### src/rtl/epp_pkg.sv
package epp_pkg;
  typedef enum logic [1:0] {
    ST_IDLE   = 2'd0,
    ST_ACTIVE = 2'd1,
    ST_ABORT  = 2'd2
  } epp_state_e;
endpackage

### src/rtl/epp_sync.sv
module epp_sync #(
  parameter int WIDTH  = 3,
  parameter int STAGES = 2
) (
  input  logic             clk,
  input  logic             rst,
  input  logic [WIDTH-1:0] d_async,
  output logic [WIDTH-1:0] q_sync
);
  for (genvar b = 0; b < WIDTH; b++) begin : g_bit
    logic [STAGES-1:0] chain;
    always_ff @(posedge clk) begin
      if (rst) chain <= '1;
      else     chain <= {chain[STAGES-2:0], d_async[b]};
    end
    assign q_sync[b] = chain[STAGES-1];
  end
endmodule

### src/rtl/epp_watchdog.sv
module epp_watchdog #(
  parameter int LIMIT = 2_500_000
) (
  input  logic clk,
  input  logic rst,
  input  logic run,
  output logic expire
);
  localparam int CW = $clog2(LIMIT + 1);
  localparam logic [CW-1:0] LAST = CW'(LIMIT - 1);

  logic [CW-1:0] cnt;

  always_ff @(posedge clk) begin
    if (rst || !run) begin
      cnt    <= '0;
      expire <= 1'b0;
    end else begin
      if (cnt != LAST) cnt <= cnt + 1'b1;
      expire <= (cnt == LAST);
    end
  end

  assert_cnt_bound_R8: assert property (@(posedge clk) disable iff (rst)
    cnt <= LAST);
  assert_expire_needs_run_R8: assert property (@(posedge clk) disable iff (rst)
    expire |-> $past(run));
endmodule

### src/rtl/epp_seq.sv
module epp_seq
  import epp_pkg::*;
#(
  parameter int DW = 8
) (
  input  logic          clk,
  input  logic          rst,
  input  logic          epp_en,
  input  logic          rd_s,
  input  logic          wr_s,
  input  logic          wait_s,
  input  logic          addr_sel,
  input  logic [DW-1:0] wdata,
  input  logic          expire,
  input  logic          stat_clr,
  output epp_state_e    state,
  output logic          cyc_read,
  output logic          cyc_addr,
  output logic [DW-1:0] data_q,
  output logic          flag_q,
  output logic          run
);
  logic host_idle;
  assign host_idle = rd_s && wr_s;
  assign run       = (state == ST_ACTIVE);

  always_ff @(posedge clk) begin
    if (rst) begin
      state    <= ST_IDLE;
      cyc_read <= 1'b0;
      cyc_addr <= 1'b0;
      data_q   <= '0;
    end else begin
      unique case (state)
        ST_IDLE: begin
          if (epp_en && !host_idle) begin
            state    <= ST_ACTIVE;
            cyc_read <= !rd_s;
            cyc_addr <= addr_sel;
            if (rd_s) data_q <= wdata;
          end
        end
        ST_ACTIVE: begin
          if (expire) begin
            state <= ST_ABORT;
          end else if (host_idle && wait_s) begin
            state <= ST_IDLE;
            if (!cyc_read) data_q <= wdata;
          end
        end
        ST_ABORT: begin
          if (host_idle) state <= ST_IDLE;
        end
        default: state <= ST_IDLE;
      endcase
    end
  end

  always_ff @(posedge clk) begin
    if (rst)                                 flag_q <= 1'b0;
    else if (state == ST_ACTIVE && expire)   flag_q <= 1'b1;
    else if (stat_clr)                       flag_q <= 1'b0;
  end

  assert_abort_cause_R8: assert property (@(posedge clk) disable iff (rst)
    (state == ST_ABORT && $past(state) != ST_ABORT) |-> $past(expire));
  assert_close_needs_wait_R7: assert property (@(posedge clk) disable iff (rst)
    ($past(state) == ST_ACTIVE && state == ST_IDLE) |-> $past(wait_s));
  assert_no_start_disabled_R11: assert property (@(posedge clk) disable iff (rst)
    ($past(state) == ST_IDLE && state == ST_ACTIVE) |-> $past(epp_en));
endmodule

### src/rtl/epp_cycle_ctrl.sv
module epp_cycle_ctrl
  import epp_pkg::*;
#(
  parameter int DW         = 8,
  parameter int CLK_HZ     = 250_000_000,
  parameter int TIMEOUT_US = 10_000,
  parameter int SYNC_STG   = 2
) (
  input  logic          clk,
  input  logic          rst,
  input  logic          epp_en,
  input  logic          ctl_dir,
  input  logic          ctl_strobe,
  input  logic          ctl_autofd,
  input  logic          ctl_init,
  input  logic          stat_clr,
  input  logic          host_rd_n,
  input  logic          host_wr_n,
  input  logic          host_addr_sel,
  input  logic [DW-1:0] host_wdata,
  output logic [DW-1:0] host_rdata,
  output logic          host_rdy,
  output logic          timeout_flag,
  input  logic          per_wait_n,
  input  logic [DW-1:0] per_data_in,
  output logic [DW-1:0] per_data_out,
  output logic          per_data_oe,
  output logic          per_dstb_n,
  output logic          per_astb_n,
  output logic          per_write_n,
  output logic          per_strobe_n,
  output logic          per_autofd_n,
  output logic          per_init_n
);
  localparam int CYC_PER_US = CLK_HZ / 1_000_000;
  localparam int LIMIT      = CYC_PER_US * TIMEOUT_US;

  logic [2:0]    sync_q;
  logic          rd_s, wr_s, wait_s;
  epp_state_e    state;
  logic          cyc_read, cyc_addr, flag_q, run, expire;
  logic [DW-1:0] data_q;
  logic          active;

  epp_sync #(.WIDTH(3), .STAGES(SYNC_STG)) u_sync (
    .clk(clk), .rst(rst),
    .d_async({per_wait_n, host_wr_n, host_rd_n}),
    .q_sync(sync_q)
  );
  assign rd_s   = sync_q[0];
  assign wr_s   = sync_q[1];
  assign wait_s = sync_q[2];

  epp_watchdog #(.LIMIT(LIMIT)) u_wdog (
    .clk(clk), .rst(rst), .run(run), .expire(expire)
  );

  epp_seq #(.DW(DW)) u_seq (
    .clk(clk), .rst(rst), .epp_en(epp_en),
    .rd_s(rd_s), .wr_s(wr_s), .wait_s(wait_s),
    .addr_sel(host_addr_sel), .wdata(host_wdata),
    .expire(expire), .stat_clr(stat_clr),
    .state(state), .cyc_read(cyc_read), .cyc_addr(cyc_addr),
    .data_q(data_q), .flag_q(flag_q), .run(run)
  );

  assign active = (state == ST_ACTIVE);

  always_ff @(posedge clk) begin
    if (rst) begin
      per_dstb_n   <= 1'b1;
      per_astb_n   <= 1'b1;
      host_rdy     <= 1'b1;
      timeout_flag <= 1'b0;
      per_data_oe  <= 1'b0;
      per_write_n  <= 1'b1;
      per_strobe_n <= 1'b1;
      per_autofd_n <= 1'b1;
      per_init_n   <= 1'b1;
      per_data_out <= '0;
      host_rdata   <= '0;
    end else begin
      per_dstb_n   <= !(active && !cyc_addr);
      per_astb_n   <= !(active && cyc_addr);
      host_rdy     <= !(active && !wait_s && !flag_q);
      timeout_flag <= flag_q;
      per_data_out <= data_q;
      if (active && cyc_read) host_rdata <= per_data_in;
      if (state == ST_IDLE) begin
        per_data_oe  <= !ctl_dir;
        per_write_n  <= epp_en ? ctl_dir : 1'b1;
        per_strobe_n <= !ctl_strobe;
        per_autofd_n <= !ctl_autofd;
        per_init_n   <= !ctl_init;
      end else begin
        per_data_oe  <= !cyc_read;
        per_write_n  <= cyc_read;
      end
    end
  end

  assert_one_strobe_R2: assert property (@(posedge clk) disable iff (rst)
    !(!per_dstb_n && !per_astb_n));
  assert_read_tristate_R4: assert property (@(posedge clk) disable iff (rst)
    ((!per_dstb_n || !per_astb_n) && per_write_n) |-> !per_data_oe);
  assert_flag_frees_host_R8: assert property (@(posedge clk) disable iff (rst)
    timeout_flag |-> host_rdy);
  assert_flag_clear_cause_R9: assert property (@(posedge clk) disable iff (rst)
    $fell(timeout_flag) |-> $past(stat_clr, 2));
endmodule

### config.mk
export PLATFORM = sky130hd
export DESIGN_NAME = epp_cycle_ctrl
export DESIGN_NICKNAME = d
export VERILOG_FILES = /design/src/rtl/epp_pkg.sv /design/src/rtl/epp_sync.sv /design/src/rtl/epp_watchdog.sv /design/src/rtl/epp_seq.sv /design/src/rtl/epp_cycle_ctrl.sv
export SDC_FILE = /design/constraint.sdc
export NUM_CORES = 1
export LEC_CHECK = 0
export ABC_CLOCK_PERIOD_IN_PS = 2100
export BUFFER_PORTS_ARGS = -buffer_cell sky130_fd_sc_hd__buf_2
export CAP_MARGIN = 10
export CORE_ASPECT_RATIO = 0.75
export CORE_MARGIN = 4
export CORE_UTILIZATION = 49
export DETAILED_ROUTE_END_ITERATION = 6
export GPL_TIMING_DRIVEN = 0
export PLACE_DENSITY = 0.72
export REMOVE_ABC_BUFFERS = 1
export SLEW_MARGIN = 20
export SYNTH_ARGS = -nofsm -noshare
export SYNTH_HDL_FRONTEND = slang
export SYNTH_SLANG_ARGS = --single-unit
### constraint.sdc
create_clock -name clk -period 2.1 [get_ports clk]
set_clock_uncertainty 0.1 [all_clocks]
set_input_delay 0 -clock clk [delete_from_list [all_inputs] [get_ports clk]]
set_output_delay 0 -clock clk [all_outputs]
set_load 0.005 [all_outputs]
# Word-level counts from Yosys, hierarchy flattened
# Cells that the tools add are included.
# Widths: inputs -> output; s select.
[op_classes]
addsub = 1
eq_ne = 11
mux = 16
reduce_logical = 30
[ops]
columns = ["operator", "count"]
rows = [
  ["$mux 8", 5],
  ["$add 22x1->22 const B", 1],
  ["$eq 22x22->1 const B", 1],
  ["$ne 22x22->1 const B", 1],
  ["$pmux 8 s2", 1],
  ["$logic_not 1->1", 14],
  ["$logic_and 1x1->1", 9],
  ["$mux 2", 4],
  ["$ne 2x1->1 const B", 4],
  ["$pmux 2 s3", 1],
  ["$reduce_and 6->1", 1],
  ["$mux 1", 5],
  ["$ne 2x2->1 const B", 2],
  ["$reduce_bool 2->1", 2],
  ["$ne 3x1->1 const B", 1],
  ["$reduce_and 3->1", 1],
  ["$eq 2x1->1 const B", 1],
  ["$eq 2x2->1 const B", 1],
  ["$logic_not 2->1", 1],
  ["$reduce_and 2->1", 1],
  ["$logic_or 1x1->1", 1],
]
[word_totals]
reg_bits = 67
input_bits = 28
output_inout_bits = 25
wordCells = 79

# Longest topological paths before layout
[depth]
ltp_word = 5
mapped_depth = 5
mapped_depth_nobuf = 5

# Modules after synthesis
# From an unflattened synthesis, not the netlist that was laid out.
[unflattened]
hier_cells = 291
area_unflattened_um2 = 2783.9
[modules_own_cells]
columns = ["mod", "instances", "cells_per_inst", "area_per_inst_um2", "seq_area_each_um2"]
rows = [
  ["epp_watchdog", 1, 135, 1128.6, 460.4],
  ["epp_cycle_ctrl", 1, 81, 883.3, 500.5],
  ["epp_seq", 1, 60, 591.8, 260.2],
  ["epp_sync", 1, 15, 180.2, 120.1],
]

# Worst setup path before layout
# No wires, ideal clock.
[synth_path]
path_type = "reg2reg"
from = "register u_wdog.cnt[0]"
to = "register u_wdog.cnt[18]"
setup_time_ps = 70
arrival_time_ps = 1780
required_ps = 1930
setup_slack_ps = 149
stages_incl_launch_ff = 6
path_buffers = 0
synth_period_minus_slack_ps = 1951
path_cell_list = "dfxtp_1 ha_1 nand3_1 or4_4 or3_1 a21oi_1"
[synth_via]
elab_chain_len = 1
word_cells_on_any_way = 2
classes_between = "add/sub: 1; eq/ne: 1"
[synth_rtl]
columns = ["element", "line", "source"]
rows = [
  ["from (decl)", "epp_watchdog.sv:12", "logic [CW-1:0] cnt;"],
  ["from (signal assigned)", "epp_watchdog.sv:19", "if (cnt != LAST) cnt <= cnt + 1'b1;"],
  ["$add 22x1->22 or $ne 22x22->1 (tied branches)", "epp_watchdog.sv:19", ""],
]
# Parallel ways exist; a longest one is shown, timed or not.
# A chain may end at the register's enable or synchronous reset.

# Worst setup path in the final report
# Ends and elaborated chain as after synthesis.

==> results by group <==
CTS
  – CTS sink count: 67
  – Clk root buf: clkbuf_8
  – H-tree levels: 3
  – CTS tree: done
  – Clock buffer depth: 2
  – CTS buffer count: 9
  – Clk_lat worst skew: 340 ps
  – Clock slew at reported path FFs: 70 ps
  – Buffer count from post-CTS setup fixing: 0

STA
  – Final hold vios: 0
  – Slew @ Worst Pin: 897 ps
  – Hold slack: 88.5 ps
  – Endpoints failing setup: 0
  – Final min period: 2000 ps
  – Max Clk Rate: 501 MHz
  – RSZ-0062 raised after global routing: false
  – Fin. max-slew vios: 0
  – Fin crit share: 95.1%
  – Setup WS post-layout: 103 ps
  – Max transition margin: 39.8%

Detailed routing
  – Final wirelength: 6.12 mm
  – Via count: 2345
  – 1st-iter DRT viols: 149
  – Routed Antenna Nets: 0
  – DRT Pass-1 Iters: 4
  – Post-DR vias/cell: 5.29
  – Routed WL per cell: 13.8 um
  – DRC viols: 0

Pwr
  – Total Power: 2780 uW
  – Worst vdd ir: 575 uV
  – Power Dens Cells: 809 nW/um^2
  – Leak: 0.00126 uW

Final layout
  – Layout area overhead: 31.9%
  – Finished Cell Area: 3440 um^2
  – Layout cells sized above 1: 24.0%
  – Multi-input logic area: 1200 um^2
  – Fin nets: 395
  – Fillcell total: 415
  – # diodes: 0
  – Seq. cell area: 1340 um^2

Floorplanning
  – Initial core utilization: 52.0%
  – Cell row count: 22
  – Die H: 71.1 um
  – Die X: 92.2 um
  – Core area: 5010 um^2
  – Die area: 6560 um^2
  – Boundary pin count: 53

Global routing
  – Global-route wire length before repair: 10.1 mm
  – Antenna violations before repair: 0
  – Vias in the first global route: 2136
  – Overall Global Routing Usage: 19.4%
  – Pin count of the biggest net entering global routing: 42
  – Grt total ovfl: 0

Synth
  – Synth Instances: 289
  – Most frequent cell after synthesis: dfxtp_1
  – Synth Cell Area: 2600 um^2
  – Yosys top cell by area: dfxtp_1
  – Post-synth EDFFs: 0
  – Syn Area/Cell: 9.01 um^2
  – Ys Warns: 0
  – Dominant synthesized flop cell: dfxtp_1
  – Unique masters post-synth: 45
  – Commonest cells in the synthesized netlist: 67 x dfxtp_1, 27 x a21oi_1, 24 x nand3_1
  – Sequential area share after synthesis: 51.5%
  – Synth top area share: 51.5%
  – Synth top area cells: dfxtp_1 51%, a21oi_1 5.2%, nand3_1 4.6%, o21ai_0 3.7%, nor2b_1 2.6%
  – Seq cells post-synth: 67
  – Post-synth ARST share: 0%

Place
  – Dpl ws: -44.2 ps
  – Placed cell areas: 2910 um^2
  – GP Congestion: 0.840
  – Dpl hpwl: 3.78 mm
  – I/O Buffers: 52

Min path
  – Hold Path Class: primary input to flip-flop

Setup path
  – CP Launch Type: flip-flop
  – Slowest stage delay, CP: 560 ps
  – R2R setup slack: 100 ps
  – Crit path buf inv count: 0
  – CP endpoint kind: flip-flop
  – CP max-delay cell: or4_4
  – Largest delay contributor family on the critical path: simple AND/OR/NAND/NOR gates
  – Critical-path cell list: ha_2 -> nand3_2 -> or4_4 -> or3_1 -> a21oi_1
  – Kind of critical path: flip-flop to flip-flop
  – Worst EP required: 2260 ps
  – CP Max Fanout: 5
  – CP arrival: 2160 ps

Job
  – Max-Cap Viols: 0

Status
  – Outcome: finished, final reports clean
-- state kept, by name (all words and copies together), names as in the netlist, 2 cells and up --
name / flops
u_seq.data_q: 8
u_wdog.cnt: 22
per_data_out: 8
u_sync.g_bit.chain: 6
u_seq.state: 2
host_rdata: 8
-- routing by layer --
layer	vias up	GRT usage (%)	share of wire (%)
li1	1190	-	-
met1	1064	25.4	46
met2	81	29.7	46
met3	10	6.27	6.9
met4	0	7.74	1.6
met5	-	0	0
-- placed cells by master (no fill, tap or decap), types with 2 or more instances in the layout --
cell           Yosys  layout
dfxtp_1           67      65
buf_2              2      52
a21oi_1           27      27
dlygate4sd3_1      0      26
nand3_1           24      23
o21ai_0           19      19
nand2_1           18      18
nor2_1            16      16
nor2b_1           11      11
clkbuf_8           0      10
nor3_1             9       9
or2_2              8       8
or3_1              7       7
xnor2_1            7       7
inv_1              7       7
nand4_1            6       6
a31oi_1            5       5
nand2b_1           4       4
nor4_1             5       4
a211oi_1           3       3
a211o_1            3       3
or4_1              4       3
bufinv_16          0       3
nand3_2            1       2
nor4b_1            2       2
and4_1             2       2
mux2i_1            2       2
and2_1             2       2
or4_4              1       2
dfxtp_2            0       2
-- kinds of logic after synthesis --
family | share of synthesized area [%]
and+or+nand+nor | 27.2
buffers and inverters | 2.98
DFF | 51.5
muxes | 0.769
xor gates and xnor gates | 2.69
AOI/OAI and AO/OA | 14.4
adders and majority gates | 0.480
-- per-stage QoR --
stage / cells / util [%] / TNS, ps
floorplan: 277 / - / 0
global placement: 401 / 58.0 / 0
detailed placement: 401 / 58.0 / -44.2
CTS: 443 / 68.3 / 0
global route: 443 / 68.6 / 0
finish: 443 / 68.6 / 0
-- where the power goes --
part | internal (uW) | total (uW) | switching (uW)
clock network | 823 | 1310 | 492
registers | 1300 | 1310 | 14.5
logic | 83.7 | 154 | 70.8
-- final timing paths --
| path | from | to | cells after the start |
|---|---|---|---|
| max | u_wdog.cnt[0]$_SDFFE_PP0P_ | u_wdog.cnt[18]$_SDFFE_PP0P_ | 5 |
| min | rst | per_data_out[1]$_SDFF_PP0_ | 2 |
| max reg2reg | u_wdog.cnt[0]$_SDFFE_PP0P_ | u_wdog.cnt[18]$_SDFFE_PP0P_ | 5 |
| min reg2reg | u_sync.g_bit[0].chain[0]$_SDFF_PP1_ | u_sync.g_bit[0].chain[1]$_SDFF_PP1_ | 1 |
-- timing repair --
action	CTS	global route
hold buffers	26	0
resized for setup	3	3
endpoints found under the hold margin	28	0
setup endpoints to repair	2	10
-- cell type report --
cell class                      instances  share of cell area, %
Clock buffer                           10                   4.00
Clock inverter                          6                   3.24
Inverter                                8                  0.874
Multi-Input combinational cell        202                   35.0
Sequential cell                        67                   39.1
Tap cell                               72                   2.62
Timing Repair Buffer                   78                   15.1
(Power assumes the default switching activity.)
